File: src/rtl/tod_pkg.sv
package tod_pkg;
  localparam int ADDR_W = 12;
  localparam int DATA_W = 64;
  localparam int NS_W   = 64;
  localparam int FRAC_W = 32;
  localparam int INCR_W = 64;

  localparam logic [ADDR_W-1:0] OFF_CFG  = 12'hF00;
  localparam logic [ADDR_W-1:0] OFF_FRAC = 12'hF08;
  localparam logic [ADDR_W-1:0] OFF_NS   = 12'hF10;
  localparam logic [ADDR_W-1:0] OFF_INCR = 12'hF18;

  typedef struct packed {
    logic [NS_W-1:0]   ns;
    logic [FRAC_W-1:0] frac;
  } tod_t;
endpackage

File: src/rtl/tod_csr.sv
module tod_csr
  import tod_pkg::*;
#(
  parameter logic [INCR_W-1:0] INCR_RESET = 64'h0000_0001_4000_0000
) (
  input  logic              clk,
  input  logic              rst_n,
  input  logic [ADDR_W-1:0] addr,
  input  logic [DATA_W-1:0] wdata,
  input  logic              wr,
  input  logic              rd,
  input  tod_t              cur,
  output logic [DATA_W-1:0] rdata,
  output logic              run,
  output logic [INCR_W-1:0] incr,
  output logic              ld_ns,
  output logic              ld_frac
);
  logic hit_cfg, hit_frac, hit_ns, hit_incr, hit_any;

  always_comb begin
    hit_cfg  = (addr == OFF_CFG);
    hit_frac = (addr == OFF_FRAC);
    hit_ns   = (addr == OFF_NS);
    hit_incr = (addr == OFF_INCR);
    hit_any  = hit_cfg | hit_frac | hit_ns | hit_incr;
    ld_ns    = wr & hit_ns;
    ld_frac  = wr & hit_frac;
  end

  always_ff @(posedge clk or negedge rst_n) begin
    if (!rst_n) begin
      run  <= 1'b0;
      incr <= INCR_RESET;
    end else if (wr) begin
      if (hit_cfg)  run  <= wdata[0];
      if (hit_incr) incr <= wdata[INCR_W-1:0];
    end
  end

  always_ff @(posedge clk or negedge rst_n) begin
    if (!rst_n) begin
      rdata <= '0;
    end else if (rd) begin
      case (addr)
        OFF_CFG:  rdata <= {{(DATA_W-1){1'b0}}, run};
        OFF_FRAC: rdata <= {{(DATA_W-FRAC_W){1'b0}}, cur.frac};
        OFF_NS:   rdata <= cur.ns;
        OFF_INCR: rdata <= incr;
        default:  rdata <= '0;
      endcase
    end
  end

  p_undef_zero_r8: assert property (@(posedge clk) disable iff (!rst_n)
    (rd && !hit_any) |=> (rdata == '0));
  p_frac_upper_zero_r7: assert property (@(posedge clk) disable iff (!rst_n)
    (rd && hit_frac) |=> (rdata[DATA_W-1:FRAC_W] == '0));
  p_cfg_upper_zero_r7: assert property (@(posedge clk) disable iff (!rst_n)
    (rd && hit_cfg) |=> (rdata[DATA_W-1:1] == '0));
  p_rdata_hold_r7: assert property (@(posedge clk) disable iff (!rst_n)
    !rd |=> $stable(rdata));
  p_undef_write_r8: assert property (@(posedge clk) disable iff (!rst_n)
    (wr && !hit_any) |=> ($stable(run) && $stable(incr)));
endmodule

File: src/rtl/tod_accum.sv
module tod_accum
  import tod_pkg::*;
(
  input  logic              clk,
  input  logic              rst_n,
  input  logic              run,
  input  logic [INCR_W-1:0] incr,
  input  logic              ld_ns,
  input  logic              ld_frac,
  input  logic [DATA_W-1:0] ld_val,
  output tod_t              cur
);
  logic [FRAC_W:0]   frac_sum;
  logic [NS_W-1:0]   ns_sum;

  always_comb begin
    frac_sum = {1'b0, cur.frac} + {1'b0, incr[FRAC_W-1:0]};
    ns_sum   = cur.ns + NS_W'(incr[INCR_W-1:FRAC_W]) + NS_W'(frac_sum[FRAC_W]);
  end

  always_ff @(posedge clk or negedge rst_n) begin
    if (!rst_n) begin
      cur <= '0;
    end else if (ld_ns || ld_frac) begin
      if (ld_ns)   cur.ns   <= ld_val[NS_W-1:0];
      if (ld_frac) cur.frac <= ld_val[FRAC_W-1:0];
    end else if (run) begin
      cur.ns   <= ns_sum;
      cur.frac <= frac_sum[FRAC_W-1:0];
    end
  end

  p_hold_when_off_r2: assert property (@(posedge clk) disable iff (!rst_n)
    (!run && !ld_ns && !ld_frac) |=> $stable(cur));
  p_load_ns_r5: assert property (@(posedge clk) disable iff (!rst_n)
    ld_ns |=> (cur.ns == $past(ld_val[NS_W-1:0])));
  p_load_frac_r5: assert property (@(posedge clk) disable iff (!rst_n)
    ld_frac |=> (cur.frac == $past(ld_val[FRAC_W-1:0])));
  p_advance_r3: assert property (@(posedge clk) disable iff (!rst_n)
    (run && !ld_ns && !ld_frac && (incr[INCR_W-1:FRAC_W] != '0))
      |=> (cur.ns != $past(cur.ns)));
endmodule

File: src/rtl/tod_capture.sv
module tod_capture
  import tod_pkg::*;
(
  input  logic            clk,
  input  logic            rst_n,
  input  logic            strobe,
  input  logic            ready,
  input  logic [NS_W-1:0] ns,
  output logic            valid,
  output logic [NS_W-1:0] data
);
  logic take;

  always_comb take = strobe && (!valid || ready);

  always_ff @(posedge clk or negedge rst_n) begin
    if (!rst_n) begin
      valid <= 1'b0;
      data  <= '0;
    end else if (take) begin
      valid <= 1'b1;
      data  <= ns;
    end else if (valid && ready) begin
      valid <= 1'b0;
    end
  end

  p_hold_backpressure_r10: assert property (@(posedge clk) disable iff (!rst_n)
    (valid && !ready) |=> (valid && $stable(data)));
  p_capture_r9: assert property (@(posedge clk) disable iff (!rst_n)
    (strobe && !valid) |=> (valid && (data == $past(ns))));
  p_clear_r9: assert property (@(posedge clk) disable iff (!rst_n)
    (valid && ready && !strobe) |=> !valid);
endmodule

File: src/rtl/tod_counter.sv
module tod_counter
  import tod_pkg::*;
#(
  parameter logic [63:0] INCR_RESET = 64'h0000_0001_4000_0000
) (
  input  logic              clk,
  input  logic              rst_n,
  input  logic [ADDR_W-1:0] reg_addr,
  input  logic [63:0]       reg_wdata,
  input  logic              reg_wr,
  input  logic              reg_rd,
  output logic [63:0]       reg_rdata,
  input  logic              cap_strobe,
  output logic              cap_valid,
  input  logic              cap_ready,
  output logic [63:0]       cap_ns
);
  tod_t              cur;
  logic              run;
  logic [INCR_W-1:0] incr;
  logic              ld_ns, ld_frac;

  tod_csr #(.INCR_RESET(INCR_RESET)) u_csr (
    .clk(clk), .rst_n(rst_n), .addr(reg_addr), .wdata(reg_wdata),
    .wr(reg_wr), .rd(reg_rd), .cur(cur), .rdata(reg_rdata),
    .run(run), .incr(incr), .ld_ns(ld_ns), .ld_frac(ld_frac)
  );

  tod_accum u_accum (
    .clk(clk), .rst_n(rst_n), .run(run), .incr(incr),
    .ld_ns(ld_ns), .ld_frac(ld_frac), .ld_val(reg_wdata), .cur(cur)
  );

  tod_capture u_cap (
    .clk(clk), .rst_n(rst_n), .strobe(cap_strobe), .ready(cap_ready),
    .ns(cur.ns), .valid(cap_valid), .data(cap_ns)
  );
endmodule

File: config.mk
export PLATFORM = sky130hd
export DESIGN_NAME = tod_counter
export DESIGN_NICKNAME = d
export VERILOG_FILES = /design/src/rtl/tod_pkg.sv /design/src/rtl/tod_csr.sv /design/src/rtl/tod_accum.sv /design/src/rtl/tod_capture.sv /design/src/rtl/tod_counter.sv
export SDC_FILE = /design/constraint.sdc
export NUM_CORES = 1
export LEC_CHECK = 0
export BUFFER_PORTS_ARGS = -buffer_cell sky130_fd_sc_hd__clkbuf_2
export CAP_MARGIN = 20
export CORE_ASPECT_RATIO = 0.75
export CORE_MARGIN = 2
export CORE_UTILIZATION = 57
export CTS_CLUSTER_DIAMETER = 60
export CTS_CLUSTER_SIZE = 20
export DETAILED_ROUTE_END_ITERATION = 10
export GPL_TIMING_DRIVEN = 0
export PLACE_DENSITY = 0.77
export SLEW_MARGIN = 20
export SYNTH_ARGS = -nofsm -noshare
export SYNTH_HDL_FRONTEND = slang
export SYNTH_SLANG_ARGS = --single-unit
File: constraint.sdc
create_clock -name clk -period 6.2 [get_ports clk]
set_clock_uncertainty 0.15 [all_clocks]
set_input_delay 0.31 -clock clk [delete_from_list [all_inputs] [get_ports clk]]
set_output_delay 0.31 -clock clk [all_outputs]
set_load 0.05 [all_outputs]
==> flow_summary.ini, run 1 <==
[status]
status = completed

[floorplanning]
die-width_um = 200
dieArea_mm2 = 0.0301
start_util_pct = 58.3
num_rows = 53
ios = 211
core-area_mm2 = 0.0281
die_h_um = 151

[placed_design]
portBuffers = 209
dp.cells = 2298
place.gp.congestion = 1.01
dpl.hpwl_mm = 43.4

[detailed_routing]
postRouteAntennaNets = 0
wl_mm = 58.2
drc = 0
vias = 15500
vias_per_cell = 6.44
wl_per_cell_um = 24.2
firstDrtPassIters = 6
drt_iter0_markers = 1512

[finish]
drive_above_1_share_pct = 21.8
antennaDiodeCount = 0
area_growth_syn_to_layout_pct = 18.8
fin_util_pct = 69.2
final_cells = 2403
final_nets = 2155

[critical_path]
crit_type = reg2reg
worstPathMaxFanout = 4
cp_data_arrival_time_ns = 6.36
crit_start = u_csr.incr[0]
worstPathRequired_ns = 6.53
reg2reg_depth = 23
timing.rr.start = u_csr.incr[0]
crit_path_end_kind = register
start_kind = register

[power]
power_switching_w = 0.00176
comb_power_share_pct = 25.4
clkPwrFrac_pct = 29.1
leakage_nw = 9.04
switching_share_pct = 35.0
p_int_w = 0.00326
ir_worst_vdd_v = 0.000243
seqPwrFrac_pct = 45.5
powerDensity_mw_per_mm2 = 258

[cts]
cts_root_buf = clkbuf_16
numCtsBuffers = 22
cts_tree = done
ctsLongestPathBuffers = 3
worst_skew_pair.late_latency_ns = 0.55
cts.sinks = 290
htree_levels = 1
clkSlewWorstSetupHoldPaths_ns = 0.09

[yosys]
yosys_warnings = 0
synthCells = 1701
synth.distinct_cells = 72
synth-edff-count = 0
yosys_most_used_dff = dfrtp_1
syn_area_mm2 = 0.0164
synth_top_family_by_area = compound AO/OA/AOI/OAI gates
synth_compound_area_share_pct = 20.4
synth_fp_nets = 1849
synthAdderAreaFrac_pct = 5.18
syn-mean-instance-area_um2 = 9.63
synth_xor_area_share_pct = 2.51
ys_ff_latch = 290
synthMuxAreaShare_pct = 10.9
synth-simple-area-share_pct = 12.2
ys_seq_area_share_pct = 44.3
async_flop_share_pct = 100

[timing]
rsz0062_at_grt = false
worstMarginPinSlew_ns = 1.07
drv_slew = 0
slew_headroom_pct = 28.8
setup_violations = 0
fmax_mhz = 166
hold_viol_final = 0
period_share_pct = 97.2
post-route-min-period_ns = 6.02

[min_path]
hold_path_class = in2async

[global_routing]
track_usage_pct = 38.8
antenna_found_initial = 1
first_global_vias = 14800
grt_max_degree = 87
grt_pass1_wl_mm = 86.9
grt_overflow = 0

[job]
max-cap-violations = 0
-- cell usage in the layout (no fill, tap or decap), drive strengths merged, types with 16 or more instances in the layout --
master | synthesis | routed
clkbuf | 84 | 316
dfrtp | 288 | 288
mux2 | 155 | 155
nand2 | 149 | 149
a21oi | 124 | 124
o21ai | 100 | 100
nor2 | 99 | 99
inv | 86 | 92
dlygate4sd3 | 0 | 67
nand3 | 64 | 64
ha | 63 | 63
o22ai | 44 | 44
a31oi | 40 | 40
a22oi | 36 | 36
a22o | 32 | 32
buf | 21 | 27
xnor2 | 25 | 25
nor3 | 24 | 24
nand4 | 23 | 23
xor2 | 22 | 22
a21o | 19 | 19
and3 | 19 | 19
o21bai | 16 | 16
a211oi | 16 | 16
-- metrics by stage --
step / instance area (um2) / hold WS, ns / power [W] / worst slack [ns] / setup TNS (ns)
4_1_cts: 19400 / 0.128 / 0.00500 / 0.0460 / 0
3_5_place_dp: 18000 / 0.127 / 0.00353 / -0.421 / -5.26
2_1_floorplan: 16400 / -0.136 / 0.00315 / 1.00 / 0
6_report: 19500 / 0.107 / 0.00502 / 0.176 / 0
5_1_grt: 19500 / 0.149 / 0.00524 / 0.0407 / 0
3_3_place_gp: 17900 / 0.329 / 0.00349 / -1.39 / -391.76
-- synthesized netlist by cell type, drive strengths merged, types with 6 or more instances --
cell type	n	area share (%)
a2bb2oi	6	0.32
and3	19	0.73
nor2b	11	0.42
nand4	23	0.88
and2	15	0.57
clkbuf	84	1.9
a21oi	124	3.8
nand3	64	2.0
o21bai	16	0.76
nand2b	6	0.23
a31oi	40	1.5
o211ai	9	0.44
mux2	155	11
o31ai	10	0.46
xnor2	25	1.3
buf	21	0.55
inv	86	2.0
xor2	22	1.2
nor2	99	2.3
a22o	32	1.7
o21ai	100	3.1
o22a	7	0.37
a311oi	6	0.32
a211oi	16	0.73
o21a	14	0.64
a21o	19	0.87
ha	63	4.8
nand2	149	3.4
dfrtp	288	44
nor3	24	0.73
o22ai	44	1.7
a21boi	6	0.27
a22oi	36	1.6
-- critical path, cell delays in order, from the launching register on --
cell and delay [ns]:
dfrtp_1 0.44, ha_2 0.26, fa_1 0.22, a21oi_1 0.13, o22a_1 0.29, a21oi_4 0.23
a31o_4 0.23, a21oi_2 0.10, o31ai_2 0.23, a21oi_1 0.12, o21ai_1 0.15, o21ai_2 0.13
fa_2 0.42, fa_1 0.42, nand2b_1 0.22, a211oi_2 0.23, o21ai_1 0.16, a21oi_2 0.24
o211ai_1 0.27, a211o_2 0.41, buf_4 0.16, or4_1 0.40, a21oi_1 0.18, a2bb2oi_1 0.16
-- power by group through the flow --
stage | Combinational [W] | Clock, W | Sequential (W)
floorplan | 0.000655 | 0 | 0.00249
global placement | 0.00118 | 0 | 0.00230
detailed placement | 0.00122 | 0 | 0.00231
CTS | 0.00126 | 0.00147 | 0.00228
global route | 0.00139 | 0.00155 | 0.00231
finish | 0.00127 | 0.00146 | 0.00228
-- worst paths after layout --
check / slack [ns] / end
min in group clk: 0.28 / u_csr.rdata[32]
hold reg to reg: 0.36 / u_cap.data[49]
setup / recovery: 0.18 / u_accum.cur[92]
setup reg to reg: 0.18 / u_accum.cur[92]
max in group asynchronous: 4.60 / u_csr.rdata[59]
hold / removal: 0.11 / u_csr.incr[7]
-- cell type report --
class	instances	area, um2
Fill cell	2252	8650
Multi-Input combinational cell	1220	8470
Sequential cell	290	7260
Timing Repair Buffer	282	1830
Clock buffer	23	576
Tap cell	385	482
Buffer	105	405
Inverter	86	323
Clock inverter	12	118
-- flip-flops by register name, indices dropped and copies added, names as in the netlist --
signal	flops
u_cap.data	64
u_csr.run	1
u_csr.incr	64
u_cap.valid	1
u_csr.rdata	64
u_accum.cur	96
-- routing by layer --
| layer | GRT usage, % | vias to the layer above | share of wire [%] |
|---|---|---|---|
| met3 | 10.6 | 174 | 11 |
| met2 | 56.5 | 887 | 42 |
| li1 | - | 6836 | - |
| met5 | 0 | - | 0 |
| met1 | 55.5 | 7576 | 42 |
| met4 | 13.9 | 0 | 4.0 |
-- kinds of logic after synthesis --
logic type      count (synthesis)
compound gates                515
simple gates                  433
flops                         290
buf+inv                       191
mux                           159
fa+ha+maj                      66
xor+xnor                       47
-- what timing repair did --
action / 4_1_cts / 5_1_grt
endpoints found under the setup margin: 33 / 38
hold endpoints to repair: 172 / 0
gates resized for setup: 7 / 11
pin swaps: 0 / 3
setup buffers: 0 / 3
hold buffers: 67 / 0
Power figures use the tool's default switching activity.
==> run 2, diff against run 1 <==
--- a/config.mk
+++ b/config.mk
@@ -5,17 +5,19 @@
 export SDC_FILE = /design/constraint.sdc
 export NUM_CORES = 1
 export LEC_CHECK = 0
+export ABC_AREA = 1
 export BUFFER_PORTS_ARGS = -buffer_cell sky130_fd_sc_hd__clkbuf_2
 export CAP_MARGIN = 20
 export CORE_ASPECT_RATIO = 0.75
-export CORE_MARGIN = 2
+export CORE_MARGIN = 3
 export CORE_UTILIZATION = 57
 export CTS_CLUSTER_DIAMETER = 60
 export CTS_CLUSTER_SIZE = 20
 export DETAILED_ROUTE_END_ITERATION = 10
 export GPL_TIMING_DRIVEN = 0
-export PLACE_DENSITY = 0.77
+export PLACE_DENSITY = 0.76
 export SLEW_MARGIN = 20
 export SYNTH_ARGS = -nofsm -noshare
 export SYNTH_HDL_FRONTEND = slang
+export SYNTH_HIERARCHICAL = 1
 export SYNTH_SLANG_ARGS = --single-unit
==> run 2 against run 1 <==
Compared with the run above:
- synthesized cell count rose by 73%
- setup slack better by 0.38 ns
- total power increased by 5.6%
- area after synthesis is 18% higher
- critical endpoint is now u_accum/cur[88]
- largest power group unchanged
- highest routed layer is now met5
==> flow_summary.ini, run 2 <==
[status]
status = completed

[cts]
numCtsBuffers = 23
worst_skew_pair.late_latency_ns = 0.56
post_cts_resized = 0
htree_levels = 1
post_cts_buffers = 0
clkSlewWorstSetupHoldPaths_ns = 0.08
cts_tree = done
cts.sinks = 290
cts_root_buf = clkbuf_16
ctsLongestPathBuffers = 3

[global_routing]
grt_pass1_wl_mm = 121
track_usage_pct = 43.8
first_global_vias = 20800
grt_max_degree = 96
grt_overflow = 0
antenna_found_initial = 1

[placed_design]
place.gp.congestion = 1.03
dpl.hpwl_mm = 62.5
placed_cell_area_mm2 = 0.0211
dp.cells = 3591
portBuffers = 210

[floorplanning]
start_util_pct = 58.8
dieArea_mm2 = 0.0363
core-area_mm2 = 0.0329
ios = 211
die-width_um = 219
num_rows = 57
die_h_um = 166

[power]
powerDensity_mw_per_mm2 = 235
leakage_nw = 12.8
ir_worst_vdd_v = 0.000211

[timing]
hold_viol_final = 0
worstMarginPinSlew_ns = 1.22
post-route-min-period_ns = 5.65
slew_headroom_pct = 18.6
period_share_pct = 91.1
setup_violations = 0
fmax_mhz = 177
worst_hold_slack_ns = 0.0484
drv_slew = 0
rsz0062_at_grt = false

[finish]
n_fill_cell = 2815
area_growth_syn_to_layout_pct = 16.3
largest_register_ffs = 96
fin_area_mm2 = 0.0226
layout_commonest_cell = nand2_1
final_nets = 3388
final_cells = 3699
drive_above_1_share_pct = 12.5
top_register = u_accum/cur
final_cell_mix = nand2_1, inv_1, nor2_1

[yosys]
synthCells = 2936
synth_top_cell_by_area = dfrtp_1
synth.distinct_cells = 41
ys_seq_area_share_pct = 37.4
yosys_warnings = 6
synth-edff-count = 0
async_flop_share_pct = 100
yosysTopAreaCellShare_pct = 37.2
ys_top_cells_by_area = dfrtp_1, nand2_1, nand3_1
synth_most_common_cell = nand2_1
ys_ff_latch = 290
syn_area_mm2 = 0.0194
syn-mean-instance-area_um2 = 6.60
synth_common_cells = nand2_1, inv_1, nor2_1, nand3_1, dfrtp_1
synth_fp_nets = 3084
yosys_most_used_dff = dfrtp_1

[critical_path]
cp_data_arrival_time_ns = 5.95
crit_buf_inv = 1
reg2reg_slack_ns = 0.55
crit_path_end_kind = register
cp_slowest_cell = a41oi_1
worstPathRequired_ns = 6.51
cpPeakStageDelay_ns = 0.63
crit_type = reg2reg
start_kind = register
worstPathMaxFanout = 5
critPathTopFamily = simple AND/OR/NAND/NOR gates
cpMostUsedCell = nand2_1

[detailed_routing]
wl_mm = 81.5
firstDrtPassIters = 8
drc = 0
wl_per_cell_um = 22.0
postRouteAntennaNets = 0
vias_per_cell = 6.07
drt_iter0_markers = 3636
vias = 22500

[job]
max-cap-violations = 0

[min_path]
hold_path_class = in2async
-- run 2: cell types whose count changed after synthesis, moves of 32 or more --
cell,delta
nor2_1,+220
nand3_1,+250
o21ai_0,-44
nand2_1,+893
a22o_1,-32
mux2_2,-155
clkbuf_1,-49
o21ai_1,+54
o22ai_1,-44
a22oi_1,-36
inv_1,+245
-- run 2: timing repair --
item | 4_1_cts | 5_1_grt
endpoints found under the setup margin | 0 | 0
hold buffers | 66 | 0
hold endpoints to repair | 321 | 0
-- run 2: cell families (layout without fill, tap and decap cells) --
logic type      Yosys count  after routing  share of synthesized area [%]
compound gates          309            309                           8.98
xor+xnor                  1              1                         0.0452
fa+ha+maj                66             66                           4.38
buf+inv                 454            773                           10.0
flops                   290            290                           37.4
other cells               0              2                              0
simple gates           1816           1816                           39.1
-- run 2: final timing paths --
kind / to / cells past startpoint / start
max: u_accum/cur[88] / 27 / u_accum/cur[0]
min: u_csr/rdata[14] / 2 / rst_n
max reg2reg: u_accum/cur[88] / 27 / u_accum/cur[0]
min reg2reg: u_cap/data[3] / 2 / u_cap/data[3]
max in group asynchronous: u_accum/cur[66] / 4 / rst_n
min in group clk: u_csr/rdata[54] / 4 / reg_rd
-- run 2: metal layers --
layer  share of wire, %  wire length, um  global-route usage (%)  up-vias
met3                 16            12900                    15.1      300
met1                 41            33100                    64.0    10400
met2                 39            32200                    60.6     1755
li1                   -                -                       -     9947
met4                4.1             3360                    14.8        2
met5              0.016               13                       0        -
-- run 2: power by group --
group / internal, W / switching, W
Clock: 0.000845 / 0.000794
Sequential: 0.00196 / 0.0000852
Combinational: 0.000461 / 0.00115
Total: 0.00327 / 0.00203
-- run 2: per-stage QoR --
step           total power, W  util [%]  TNS [ns]  setup slack, ns
6_report              0.00530      68.4         0            0.552
3_3_place_gp          0.00354      63.7   -334.00            -1.21
2_1_floorplan         0.00306         -         0             2.63
3_5_place_dp          0.00358      64.0         0            0.847
4_1_cts               0.00522      68.4         0            0.856
5_1_grt               0.00551      68.4         0            0.369
-- run 2: worst register-to-register path, stage by stage, from the launching register on --
cell and delay (ns):
dfrtp_1 0.42, ha_1 0.32, fa_1 0.46, nand2_1 0.14, nand3_1 0.10, and2_1 0.22
nand2_1 0.08, nand2_1 0.13, nand2_1 0.09, nand2_1 0.12, nand2_1 0.26, nand2_1 0.12
a41oi_1 0.63, fa_1 0.40, fa_1 0.19, inv_1 0.09, nand3_1 0.08, nand3_1 0.21
nand2_1 0.12, nand3_1 0.14, nand2_1 0.10, nand3_1 0.31, nand2_1 0.29, nand2_1 0.08
nand2_1 0.06, nand3_1 0.10, nand2_1 0.09, nand2_1 0.05
-- run 2: final cells by class --
type	count	area, um2	area share (%)
antenna	2	5.00	0.0222
buffer	114	669	2.97
clock buffer	25	593	2.63
clock inverter	15	210	0.932
inverter	340	1280	5.66
multi-input combinational	2192	10200	45.1
sequential	290	7260	32.2
tap	442	553	2.45
timing repair buffer	279	1800	8.00
